[src/rtl/tmr_pkg.sv]
package tmr_pkg;
    localparam int CNT_W  = 16;
    localparam int FLG_W  = 5;
    localparam int OFF_W  = 6;
    localparam int NUM_DV = 6;

    localparam logic [OFF_W-1:0] OFF_CTRL = 6'h00;
    localparam logic [OFF_W-1:0] OFF_MODE = 6'h04;
    localparam logic [OFF_W-1:0] OFF_CNT  = 6'h10;
    localparam logic [OFF_W-1:0] OFF_CMPA = 6'h14;
    localparam logic [OFF_W-1:0] OFF_CMPB = 6'h18;
    localparam logic [OFF_W-1:0] OFF_CMPC = 6'h1C;
    localparam logic [OFF_W-1:0] OFF_STAT = 6'h20;
    localparam logic [OFF_W-1:0] OFF_MSET = 6'h24;
    localparam logic [OFF_W-1:0] OFF_MCLR = 6'h28;
    localparam logic [OFF_W-1:0] OFF_MASK = 6'h2C;

    localparam int MODE_CMP  = 15;
    localparam int MODE_CRST = 14;
    localparam int FLG_A = 2;
    localparam int FLG_B = 3;
    localparam int FLG_C = 4;

    typedef enum logic [0:0] {
        CH_IDLE = 1'b0,
        CH_RUN  = 1'b1
    } ch_state_e;

    // log2 of the divider behind each tick line; index 5 is the fallback
    function automatic int div_exp(int idx);
        case (idx)
            0: return 1;
            1: return 3;
            2: return 5;
            3: return 7;
            4: return 10;
            default: return 4;
        endcase
    endfunction
endpackage

[src/rtl/tmr_prescale.sv]
module tmr_prescale
    import tmr_pkg::*;
#(
    parameter int PW = 10
) (
    input  logic              clk,
    input  logic              rst_n,
    output logic [NUM_DV-1:0] tick_o
);
    logic [PW-1:0] pcnt;

    always_ff @(posedge clk) begin
        if (!rst_n) pcnt <= '0;
        else        pcnt <= pcnt + 1'b1;
    end

    for (genvar g = 0; g < NUM_DV; g++) begin : g_tick
        localparam int E = div_exp(g);
        assign tick_o[g] = &pcnt[E-1:0];
    end


    div2_alt_chk: assert property (@(posedge clk) disable iff (!rst_n)
        tick_o[0] |=> !tick_o[0]);

    slow_nests_chk: assert property (@(posedge clk) disable iff (!rst_n)
        tick_o[4] |-> (&tick_o));
endmodule

[src/rtl/tmr_chan.sv]
module tmr_chan
    import tmr_pkg::*;
(
    input  logic              clk,
    input  logic              rst_n,
    input  logic [NUM_DV-1:0] tick_i,
    input  logic              wr_en,
    input  logic              rd_en,
    input  logic [OFF_W-1:0]  off_i,
    input  logic [CNT_W-1:0]  wdata_i,
    output logic [CNT_W-1:0]  rdata_o,
    output logic              irq_o
);
    ch_state_e        state, state_nx;
    logic [CNT_W-1:0] mode, cmp_a, cmp_b, cmp_c, cnt;
    logic [FLG_W-1:0] flg, msk, hits;
    logic             start_cmd, stop_cmd, stat_rd, tick, count_en;
    logic [CNT_W-1:0] cnt_inc;
    logic [2:0]       div_idx;

    assign start_cmd = wr_en && off_i == OFF_CTRL && wdata_i[1:0] == 2'b01;
    assign stop_cmd  = wr_en && off_i == OFF_CTRL && wdata_i[1];
    assign stat_rd   = rd_en && off_i == OFF_STAT;
    assign div_idx   = (mode[2:0] <= 3'd4) ? mode[2:0] : 3'd5;
    assign tick      = tick_i[div_idx];
    assign count_en  = state == CH_RUN && mode[MODE_CMP] && tick && !start_cmd;
    assign cnt_inc   = cnt + 1'b1;

    always_comb begin
        hits        = '0;
        hits[FLG_A] = count_en && cnt_inc == cmp_a;
        hits[FLG_B] = count_en && cnt_inc == cmp_b;
        hits[FLG_C] = count_en && cnt_inc == cmp_c;
    end

    // state register
    always_ff @(posedge clk) begin
        if (!rst_n) state <= CH_IDLE;
        else        state <= state_nx;
    end

    always_comb begin
        state_nx = state;
        unique case (state)
            CH_IDLE: if (start_cmd) state_nx = CH_RUN;
            CH_RUN:  if (stop_cmd)  state_nx = CH_IDLE;
                     else if (start_cmd) state_nx = CH_RUN;
        endcase
    end

    always_ff @(posedge clk) begin
        if (!rst_n) begin
            cnt <= '0;
        end else if (start_cmd) begin
            cnt <= '0;
        end else if (count_en) begin
            cnt <= (hits[FLG_C] && mode[MODE_CRST]) ? '0 : cnt_inc;
        end
    end

    always_ff @(posedge clk) begin
        if (!rst_n) begin
            mode  <= '0;
            cmp_a <= '0;
            cmp_b <= '0;
            cmp_c <= '0;
            msk   <= '0;
            flg   <= '0;
        end else begin
            flg <= (stat_rd ? '0 : flg) | hits;
            if (wr_en) begin
                unique case (off_i)
                    OFF_MODE: mode  <= wdata_i;
                    OFF_CMPA: cmp_a <= wdata_i;
                    OFF_CMPB: cmp_b <= wdata_i;
                    OFF_CMPC: cmp_c <= wdata_i;
                    OFF_MSET: msk   <= msk | wdata_i[FLG_W-1:0];
                    OFF_MCLR: msk   <= msk & ~wdata_i[FLG_W-1:0];
                    default: ;
                endcase
            end
        end
    end

    // outputs
    always_comb begin
        irq_o = |(flg & msk);
        unique case (off_i)
            OFF_MODE: rdata_o = mode;
            OFF_CNT:  rdata_o = cnt;
            OFF_CMPA: rdata_o = cmp_a;
            OFF_CMPB: rdata_o = cmp_b;
            OFF_CMPC: rdata_o = cmp_c;
            OFF_STAT: rdata_o = {{(CNT_W-FLG_W){1'b0}}, flg};
            OFF_MASK: rdata_o = {{(CNT_W-FLG_W){1'b0}}, msk};
            default:  rdata_o = '0;
        endcase
    end


    start_clears_chk: assert property (@(posedge clk) disable iff (!rst_n)
        start_cmd |=> (cnt == '0 && state == CH_RUN));

    idle_hold_chk: assert property (@(posedge clk) disable iff (!rst_n)
        (state == CH_IDLE && !start_cmd) |=> $stable(cnt));

    wrap_zero_chk: assert property (@(posedge clk) disable iff (!rst_n)
        (count_en && cnt == '1) |=> cnt == '0);

    flag_sticky_chk: assert property (@(posedge clk) disable iff (!rst_n)
        !stat_rd |=> ((flg & $past(flg)) == $past(flg)));

    read_clears_chk: assert property (@(posedge clk) disable iff (!rst_n)
        (stat_rd && hits == '0) |=> (flg == '0 && !irq_o));
endmodule

[src/rtl/tmr_block.sv]
module tmr_block
    import tmr_pkg::*;
#(
    parameter int ADDR_W = 8,
    parameter int NUM_CH = 3,
    parameter int PW     = 10
) (
    input  logic              clk,
    input  logic              rst_n,
    input  logic              bus_wr,
    input  logic              bus_rd,
    input  logic [ADDR_W-1:0] bus_addr,
    input  logic [CNT_W-1:0]  bus_wdata,
    output logic [CNT_W-1:0]  bus_rdata,
    output logic [NUM_CH-1:0] irq
);
    localparam int SEL_W = ADDR_W - OFF_W;

    logic [NUM_DV-1:0] ticks;
    logic [SEL_W-1:0]  win;
    logic [OFF_W-1:0]  off;
    logic [CNT_W-1:0]  ch_rd [NUM_CH];
    logic [CNT_W-1:0]  rd_mux;

    assign win = bus_addr[ADDR_W-1:OFF_W];
    assign off = bus_addr[OFF_W-1:0];

    tmr_prescale #(.PW(PW)) u_pre (
        .clk    (clk),
        .rst_n  (rst_n),
        .tick_o (ticks)
    );

    for (genvar c = 0; c < NUM_CH; c++) begin : g_ch
        logic hit_win;
        assign hit_win = int'(win) == c;
        tmr_chan u_ch (
            .clk     (clk),
            .rst_n   (rst_n),
            .tick_i  (ticks),
            .wr_en   (bus_wr && hit_win),
            .rd_en   (bus_rd && hit_win),
            .off_i   (off),
            .wdata_i (bus_wdata),
            .rdata_o (ch_rd[c]),
            .irq_o   (irq[c])
        );
    end

    always_comb begin
        rd_mux = '0;
        for (int c = 0; c < NUM_CH; c++) begin
            if (int'(win) == c) rd_mux = ch_rd[c];
        end
    end

    always_ff @(posedge clk) begin
        if (!rst_n)      bus_rdata <= '0;
        else if (bus_rd) bus_rdata <= rd_mux;
    end


    empty_window_chk: assert property (@(posedge clk) disable iff (!rst_n)
        (bus_rd && int'(win) >= NUM_CH) |=> bus_rdata == '0);

    rdata_hold_chk: assert property (@(posedge clk) disable iff (!rst_n)
        !bus_rd |=> $stable(bus_rdata));
endmodule

[config.mk]
export PLATFORM = sky130hd
export DESIGN_NAME = tmr_block
export DESIGN_NICKNAME = d
export VERILOG_FILES = /design/src/rtl/tmr_pkg.sv /design/src/rtl/tmr_prescale.sv /design/src/rtl/tmr_chan.sv /design/src/rtl/tmr_block.sv
export SDC_FILE = /design/constraint.sdc
export NUM_CORES = 1
export LEC_CHECK = 0
export ABC_AREA = 1
export BUFFER_PORTS_ARGS = -buffer_cell sky130_fd_sc_hd__buf_2
export CELL_PAD_IN_SITES_DETAIL_PLACEMENT = 1
export CELL_PAD_IN_SITES_GLOBAL_PLACEMENT = 2
export CORE_ASPECT_RATIO = 0.9
export CORE_MARGIN = 1
export CORE_UTILIZATION = 38
export CTS_CLUSTER_DIAMETER = 80
export DETAILED_ROUTE_END_ITERATION = 7
export PLACE_DENSITY_LB_ADDON = 0.1
export REMOVE_ABC_BUFFERS = 1
export SLEW_MARGIN = 30
export SYNTH_ARGS = -nofsm -noshare
export SYNTH_HDL_FRONTEND = slang
export SYNTH_SLANG_ARGS = --single-unit
[constraint.sdc]
create_clock -name clk -period 5 [get_ports clk]
set_input_delay 0.25 -clock clk [delete_from_list [all_inputs] [get_ports clk]]
set_output_delay 0.25 -clock clk [all_outputs]
set_load 0.005 [all_outputs]
==> results of run 1 <==
## cells by family (layout without fill, tap and decap cells)
group,Yosys count,in the layout
and+or+nand+nor,1028,1028
AOI/OAI and AO/OA,696,696
buffers and inverters,387,393
DFF,293,293
xor gates and xnor gates,52,52
adders and majority gates,6,6
## layer usage
| metal | global-route usage (%) | vias up |
|---|---|---|
| li1 | - | 8127 |
| met1 | 48.4 | 8389 |
| met2 | 49.1 | 551 |
| met3 | 4.21 | 84 |
| met4 | 8.65 | 2 |
| met5 | 0 | - |
## power breakdown
part / total, mW / switching [mW] / leakage, nW / internal (mW)
combinational: 0.231 / 0.185 / 3.88 / 0.0461
clock: 2.73 / 1.10 / 0.589 / 1.62
sequential: 2.35 / 0.00546 / 2.36 / 2.34
total: 5.31 / 1.29 / 6.83 / 4.01
## flip-flops by register name, summed over array words and instances, names as in the netlist, named ones only
signal / count
bus_rdata: 16
g_ch.u_ch.cnt: 48
g_ch.u_ch.flg: 9
g_ch.u_ch.cmp_b: 48
g_ch.u_ch.state: 3
g_ch.u_ch.mode: 48
g_ch.u_ch.cmp_a: 48
u_pre.pcnt: 10
g_ch.u_ch.cmp_c: 48
## tightest hold or removal path, cell delays in order
cell	delay, ns
buf_2	0.15
nand2_1	0.09
a21oi_1	0.06
## worst paths after layout
| check | startpoint | endpoint | slack, ns | cells after the start |
|---|---|---|---|---|
| worst max-delay path | u_pre.pcnt[0] | g_ch[2].u_ch.cnt[15] | 1.88 | 16 |
| worst min-delay path | bus_wdata[0] | register | 0.06 | 3 |
| worst max register to register | u_pre.pcnt[0] | g_ch[2].u_ch.cnt[15] | 1.88 | 16 |
| worst min register to register | register | register | 0.46 | 2 |
## cell usage in the layout, fill, tap and decap left out, types with 5 or more instances in the layout
cell / netlist / routed
ha_1: 6 / 6
buf_4: 5 / 24
xnor2_1: 9 / 9
nand3_1: 118 / 116
nor2_1: 273 / 266
nor2_4: 5 / 5
nand2_2: 16 / 16
o22ai_1: 37 / 37
nand4_1: 31 / 31
xor2_1: 42 / 42
nand3_2: 3 / 5
clkbuf_8: 0 / 12
inv_2: 6 / 6
o21ai_0: 308 / 308
inv_1: 255 / 255
a22oi_1: 24 / 24
o2111ai_1: 10 / 10
a21oi_1: 271 / 271
o221ai_1: 16 / 16
o211ai_1: 12 / 12
dfxtp_1: 293 / 293
nand3b_1: 10 / 10
nor3_1: 14 / 14
nand2_1: 536 / 536
clkbuf_16: 0 / 37
nor2_2: 17 / 24
o21ai_1: 7 / 7
buf_2: 8 / 45
## stage by stage
stage               total power, mW  utilization, %
floorplan                      2.48               -
global placement               2.62            40.4
detailed placement             2.62            40.4
CTS                            5.34            43.3
global route                   5.45            43.3
finish                         5.31            43.3
## cell type report
cell class / count / area [um2]
Clock buffer: 51 / 1100
Clock inverter: 8 / 98.8
Fill cell: 5335 / 23300
Inverter: 264 / 991
Multi-Input combinational cell: 1782 / 8650
Sequential cell: 293 / 5870
Tap cell: 540 / 676
Timing Repair Buffer: 70 / 417
==> summary.txt, run 1 <==
post-route design area: 0.0178 mm2
# DRC: 0
uppermost layer routed: met5
Worst-Skew Late Latency: 0.55 ns
area grow syn2layout: 11.4%
synth unique cells: 41
antenna viol nets, final: 0
post-synthesis sequential area ratio: 36.7%
1st-pass router iterations: 5
Cell Count, Final, Fillers Out: 3,008
CTS Buffer Depth: 3
Final period util: 62.3%
total of warnings raised by yosys: 0
wire length on met2: 29,700 um
P per Cell Area: 298 mW/mm2
Critical path buffers and inverters: 4
vias per inst: 5.70
crit path cell chain: ha_1 > nand3_1 > inv_1 > ha_1 > inv_1 > o21ai_0 > inv_1 > nand2_1 > a21oi_1 > nor2_2 > buf_4 > nand2_1 > nor2_2 > nand3_4 > nand2_1 > a21oi_1
register bit total from synthesis: 293
Slowest-stage cell, CP: dfxtp_1
Worst Tran Pin Value: 0.914 ns
status: finished clean
hold bufs inserted after CTS: 0
Post-Place Setup Slack: 1.73 ns
vias: 17,200
number of DRC markers in iteration 0: 1,512
critical-path maximum fanout: 34
Worst path top cell family by delay: simple AND/OR/NAND/NOR gates
H-tree Lvls: 2
worst min path class: in2reg
Final Skew: 0.0140 ns
global placement routability congestion: 0.895
Top FF cell, synth: dfxtp_1
Worst EP required: 5.42 ns
CTS Buf Count: 37
# diodes: 0
leak pwr: 6.83 nW
Slew Limit Fails: 0
ranking of synthesized cells by area: dfxtp_1 (37%), nand2_1 (13%), o21ai_0 (9.6%)
mux share of post-synthesis cell area: 0%
layout cell share with drive strength beyond 1: 7.70%
initial antenna violation count: 1
met3 WL: 4860 um
die height: 197 um
XOR/XNOR Fraction of Synth Area: 2.97%
met1 WL: 33,800 um
Syn Std Cell Area: 0.0160 mm2
TritonCTS clock tree: done
post-CTS setup buffer count: 0
area of the core: 0.0411 mm2
Final TNS setup: 0 ns
Root Driver: clkbuf_16
top cells by count, synth: nand2_1 (536), o21ai_0 (308), dfxtp_1 (293), nor2_1 (273), a21oi_1 (271)
Setup crit start kind: register
peak supply drop: 0.280 mV
dpl cells: 2,949
gr usage total: 32.6%
dominant cell type by area after synthesis: dfxtp_1
cells after synthesis: 2,462
area share of the largest cell type after synthesis: 36.7%
Post-Synth Adder-Cell Area: 0.470%
Placed Area: 0.0166 mm2
HPWL Detailed: 50,200 um
nature of the critical path endpoint: register
die area: 0.0429 mm2
combinational family with the most area after synthesis: simple AND/OR/NAND/NOR gates
drt total wl: 69,900 um
Rel. slew slack: 39.0%
Overflow after GRT: 0
fin crit period: 3.12 ns
RSZ-0062 raised after global routing: false
hold slack: 0.0632 ns
CP Class: reg2reg
Initial Utilization: 38.9%
final setup margin: 1.88 ns
area share of and/or/nand/nor cells after synthesis: 27.0%
Post-synth EDFFs: 0
post-CTS resize count: 0
endpoints failing hold: 0
row count: 70
Layout Nets: 2,482
critical path arrival: 3.53 ns
f_max: 0.321 GHz
global-route wire length before repair: 106,000 um
number of global-route vias before repair: 16,700
max-cap viol count: 0
Reg clk slew, reported paths: 0.06 ns
count leader, synth: nand2_1
clock sink count: 293
Compound-Gate Fraction of Synth Area: 23.5%
port bufs: 46
die width: 218 um
DR WL/cell: 23.2 um
CP max stage delay: 0.46 ns
Mean Syn Cell Area: 6.49 um2
final setup violation count: 0
Async S/R FF share, synth: 0%
largest net degree at the start of global routing: 105
IO Pins: 47
Note: power is estimated with default switching activity, not from simulation.
==> run 2, diff against run 1 <==
ABC_AREA = 0   (was 1)
clock period = 3.1 ns   (was 5 ns; I/O delays follow)
==> summary.txt, run 2 <==
Top FF cell, synth: dfxtp_1
Worst path top cell family by delay: simple AND/OR/NAND/NOR gates
vias: 16,400
f_max: 0.330 GHz
area share of the largest cell type after synthesis: 35.8%
peak supply drop: 0.333 mV
Internal: 6.57 mW
CTS Buf Count: 36
area grow syn2layout: 16.9%
count leader, synth: nand2_1
Overflow after GRT: 0
# diodes: 0
Reg clk slew, reported paths: 0.06 ns
Post-synth EDFFs: 0
CP Class: reg2reg
post-synthesis sequential area ratio: 35.8%
# DRC: 2
Slew Limit Fails: 0
area of the core: 0.0422 mm2
critical path arrival: 3.43 ns
Slowest-stage cell, CP: or4_4
r2r endpoint: g_ch[2].u_ch.cnt[15]
final core occ: 45.4%
FILL cells: 5,072
register bit total from synthesis: 293
endpoints failing hold: 0
global placement routability congestion: 0.915
clock sink count: 293
most common cell after layout, fill and taps aside: nand2_1
R2R depth: 13
synth unique cells: 91
initial antenna violation count: 0
hold slack: 0.0334 ns
worst min path class: in2reg
post-route design area: 0.0192 mm2
Worst Tran Pin Value: 1.01 ns
critical-path maximum fanout: 5
Async S/R FF share, synth: 0%
IO Pins: 47
TritonCTS clock tree: done
die height: 199 um
clock share of power: 50.4%
vias per inst: 5.94
max-cap viol count: 0
Worst-Skew Late Latency: 0.56 ns
row count: 71
fin crit period: 3.03 ns
P_sw: 2.22 mW
port bufs: 46
top cells by count, synth: nand2_1 (529), dfxtp_1 (293), a21oi_1 (264), clkbuf_1 (131), nor2_1 (94)
Syn Std Cell Area: 0.0164 mm2
layout cell share with drive strength beyond 1: 16.3%
Logic pwr share: 6.3%
ranking of synthesized cells by area: dfxtp_1 (36%), nand2_1 (12%), a21oi_1 (8.1%)
CTS Buffer Depth: 3
Initial Utilization: 38.8%
HPWL Detailed: 50,300 um
gr usage total: 31.8%
CP max stage delay: 0.56 ns
failing checks: design-rule violations
dominant cell type by area after synthesis: dfxtp_1
Root Driver: clkbuf_16
status: finished, violations left
Placed Area: 0.0177 mm2
Critical path buffers and inverters: 2
Layout Nets: 2,217
commonest cells after routing, fill and taps aside: nand2_1 (528), dfxtp_1 (288), a21oi_1 (264)
Post-Place Setup Slack: -0.0816 ns
hold path depth: 3
die width: 221 um
die area: 0.0440 mm2
largest net degree at the start of global routing: 82
leak pwr: 6.51 nW
Final Skew: 0.0196 ns
1st-pass router iterations: 8
Setup crit start kind: register
H-tree Lvls: 2
cells after synthesis: 2,124
total of warnings raised by yosys: 0
Worst EP required: 3.50 ns
P per Cell Area: 458 mW/mm2
sw frac: 25.3%
Mean Syn Cell Area: 7.71 um2
nature of the critical path endpoint: register
reg2reg setup slack: 0.07 ns
number of DRC markers in iteration 0: 1,475
final setup violation count: 0
crit path cell chain: ha_2 > nand3_1 > inv_2 > ha_4 > mux2_2 > nor2_1 > o21bai_1 > nand4_1 > or4_4 > nor4_4 > clkbuf_16 > or3_2 > a21oi_1
Rel. slew slack: 32.2%
global-route wire length before repair: 105,000 um
Seq pwr share: 43.4%
final setup margin: 0.0706 ns
number of global-route vias before repair: 16,200
drt total wl: 70,300 um
Hold Startpoint: bus_wdata[5]
Final period util: 97.7%
DR WL/cell: 25.5 um
R2R Path Start: u_pre.pcnt[1]
Hold Path Sink: g_ch[1].u_ch.cmp_b[5]
antenna viol nets, final: 0
## run 2: changes by cell type in the layout (fill, tap and decap cells not counted), sizes merged, moves of 38 or more
cell,before,now
xnor2,10,91
nand3,122,64
inv,261,19
nor2,295,95
buf,70,195
o21ai,316,67
xor2,42,80
## run 2: cells by family (layout without fill, tap and decap cells)
logic type      Yosys count  in the layout  synth area share [%]
compound gates          492            492                  18.1
xor+xnor                176            176                  10.0
fa+ha+maj                 6              6                 0.458
buf+inv                 194            279                  5.11
flops                   293            293                  35.8
mux                      49             49                  4.90
simple gates            914            914                  25.6
## run 2: cell type report
class | instances | area, um2 | area share [%]
multi-input combinational | 1637 | 9870 | 51.5
sequential | 293 | 5870 | 30.6
timing repair buffer | 196 | 1460 | 7.61
clock buffer | 52 | 1060 | 5.54
tap | 547 | 684 | 3.57
clock inverter | 12 | 138 | 0.718
inverter | 19 | 76.3 | 0.398
## run 2: worst reg2reg max path, cell delays in order (launching register included)
cell	delay (ns)
dfxtp_2	0.35
ha_2	0.20
nand3_1	0.12
inv_2	0.10
ha_4	0.15
mux2_2	0.16
nor2_1	0.04
o21bai_1	0.15
nand4_1	0.23
or4_4	0.56
nor4_4	0.39
clkbuf_16	0.26
or3_2	0.11
a21oi_1	0.06
## run 2: worst max path at each step
stage | end | cells past startpoint | slack, ns | start
after floorplan | g_ch[2].u_ch.cnt[2] | 12 | -0.71 | u_pre.pcnt[0]
after global placement | g_ch[0].u_ch.cnt[7] | 10 | 0.01 | g_ch[0].u_ch.cnt[0]
after detailed placement | g_ch[0].u_ch.cnt[7] | 10 | -0.08 | g_ch[0].u_ch.cnt[1]
after CTS | g_ch[2].u_ch.cnt[8] | 13 | 0.001 | u_pre.pcnt[1]
after global routing | g_ch[0].u_ch.cnt[7] | 11 | -0.01 | g_ch[0].u_ch.cnt[3]
final | g_ch[2].u_ch.cnt[15] | 13 | 0.07 | u_pre.pcnt[1]
## run 2: metal layers
metal  up-vias  global-route usage, %  routed length [um]
met4         0                   9.56                1890
met2       554                   51.4               31900
li1       7526                      -                   -
met5         -                      0                   0
met1      8189                   43.6               32000
met3       103                   4.87                4480
## run 2: per-stage QoR
stage                     std cells  setup TNS, ns  power, mW
after detailed placement       2685         -0.711       4.43
after CTS                      2750              0       8.84
after global routing           2756        -0.0143       9.01
final                          2756              0       8.78
after global placement         2685              0       4.42
after floorplan                1949         -16.56       4.09
## run 2: repair_timing
item	in CTS	in global routing
cloned	0	2
pin swaps	1	16
resized for setup	2	38
buffers inserted	1	4
hold buffers	0	0
endpoints found under the setup margin	21	45
## run 2: power by group through the flow
stage | sequential [mW] | clock (mW) | combinational, mW
final | 3.81 | 4.42 | 0.552
after global placement | 3.89 | 0 | 0.535
after CTS | 3.81 | 4.49 | 0.543
after detailed placement | 3.89 | 0 | 0.541
after global routing | 3.81 | 4.62 | 0.581
after floorplan | 3.89 | 0 | 0.202
==> run 3, diff against run 2 <==
CORE_MARGIN = 5   (was 1)
GPL_TIMING_DRIVEN = 0   (was not set)
TNS_END_PERCENT = 20   (was not set)
==> summary.txt, run 3 (synthesized netlist as in run 2, its figures left out) <==
Layout Nets: 2,116
gr usage total: 27.7%
Worst Tran Pin Value: 0.955 ns
antenna viol nets, final: 0
Setup crit start kind: register
status: finished clean
# DRC: 0
dpl cells: 2,572
R2R depth: 14
crit path cell chain: ha_4 > nand3_4 > inv_4 > ha_4 > mux2_4 > a221o_1 > nand4_1 > buf_6 > or4_4 > nor4_4 > buf_4 > buf_6 > or4b_2 > a31oi_1
crit path to: g_ch[2].u_ch.cnt[2]
Reg area: 0.00592 mm2
R2R Path Start: u_pre.pcnt[0]
vias: 16,000
f_max: 0.323 GHz
CP Class: reg2reg
die height: 207 um
DR WL/cell: 25.4 um
global-route wire length before repair: 101,000 um
Reg clk slew, reported paths: 0.06 ns
Post-Place Setup Slack: -1.11 ns
1st-pass router iterations: 5
clock sink count: 293
FILL cells: 5,075
Placed Area: 0.0169 mm2
leak pwr: 6.02 nW
Worst path top cell family by delay: simple AND/OR/NAND/NOR gates
met3 WL: 4300 um
final setup violation count: 0
number of DRC markers in iteration 0: 1,312
CP max stage delay: 0.63 ns
CTS Buf Count: 37
met1 WL: 32,000 um
Overflow after GRT: 0
wire length on met2: 28,800 um
H-tree Lvls: 2
HPWL Detailed: 46,300 um
RSZ-0062 raised after global routing: true
Slew Limit Fails: 0
area of the multi-input gates: 0.0102 mm2
final setup margin: 0.00276 ns
critical path arrival: 3.55 ns
port bufs: 46
Root Driver: clkbuf_16
most common cell after layout, fill and taps aside: nand2_1
Worst-Skew Late Latency: 0.55 ns
reg2reg setup slack: 0.003 ns
CTS Buffer Depth: 3
Critical path buffers and inverters: 4
uppermost layer routed: met4
layout cell share with drive strength beyond 1: 14.8%
TritonCTS clock tree: done
P per Cell Area: 451 mW/mm2
Final period util: 99.9%
drt total wl: 67,600 um
max-cap viol count: 0
Worst Setup SP: u_pre.pcnt[0]
number of global-route vias before repair: 15,700
IO Pins: 47
peak supply drop: 0.335 mV
Cell Count, Final, Fillers Out: 2,658
initial antenna violation count: 0
Final Skew: 0.0160 ns
area of the core: 0.0428 mm2
global placement routability congestion: 0.877
r2r endpoint: g_ch[2].u_ch.cnt[2]
Rel. slew slack: 36.2%
post-route design area: 0.0187 mm2
commonest cells after routing, fill and taps aside: nand2_1 (526), dfxtp_1 (271), a21oi_1 (264)
hold slack: 0.0299 ns
Worst EP required: 3.56 ns
worst min path class: in2reg
Stages on worst setup path: 14
Initial Utilization: 38.3%
row count: 72
die area: 0.0474 mm2
nature of the critical path endpoint: register
fin crit period: 3.10 ns
endpoints failing hold: 0
vias per inst: 6.01
Slowest-stage cell, CP: or4b_2
area grow syn2layout: 14.1%
Final TNS setup: 0 ns
critical-path maximum fanout: 7
die width: 229 um
largest net degree at the start of global routing: 108
-- run 3: repair_timing --
action                     4_1_cts  5_1_grt
hold buffers                     1        0
setup endpoints to repair      104       89
cloned                           2        0
pin swaps                       10       14
setup buffers                   10       13
hold endpoints to repair         3        0
gates resized for setup         52       56
-- run 3: worst register-to-register path, delay by kind of cell, from the launching register on --
family | cells | cell delay, ns
compound gates | 2 | 0.46
fa+ha+maj | 2 | 0.33
buf+inv | 4 | 0.49
mux | 1 | 0.26
flops | 1 | 0.36
simple gates | 5 | 1.11
-- run 3: where the power goes --
part           internal (mW)  switching (mW)
Sequential              3.78          0.0389
Clock                   2.33            1.76
Combinational          0.142           0.386
-- run 3: worst min path at each step --
stage,startpoint,endpoint,cells past startpoint
after floorplan,rst_n,u_pre.pcnt[1],1
after global placement,g_ch[2].u_ch.mode[4],g_ch[2].u_ch.mode[4],2
after detailed placement,g_ch[0].u_ch.mode[11],g_ch[0].u_ch.mode[11],2
after CTS,bus_wdata[14],g_ch[0].u_ch.cmp_a[14],3
after global routing,bus_wdata[14],g_ch[1].u_ch.mode[14],3
final,bus_wdata[12],g_ch[2].u_ch.mode[12],3
-- run 3: routing by layer --
metal / vias to the layer above / track usage, %
li1: 7335 / -
met1: 8087 / 39.7
met2: 447 / 42.0
met3: 114 / 5.28
met4: 0 / 9.73
met5: - / 0
-- run 3: area by class of cell --
type / count / area share (%)
sequential: 293 / 31.6
tap: 555 / 3.71
timing repair buffer: 93 / 3.83
clock inverter: 6 / 0.181
antenna: 1 / 0.0134
inverter: 19 / 0.435
multi-input combinational: 1638 / 54.6
clock buffer: 53 / 5.59
-- run 3: through the flow --
| stage | utilization, % | power, mW |
|---|---|---|
| floorplan | - | 4.09 |
| global route | 43.7 | 8.71 |
| CTS | 42.9 | 8.50 |
| detailed placement | 39.6 | 4.40 |
| finish | 43.7 | 8.43 |
| global placement | 38.7 | 4.37 |
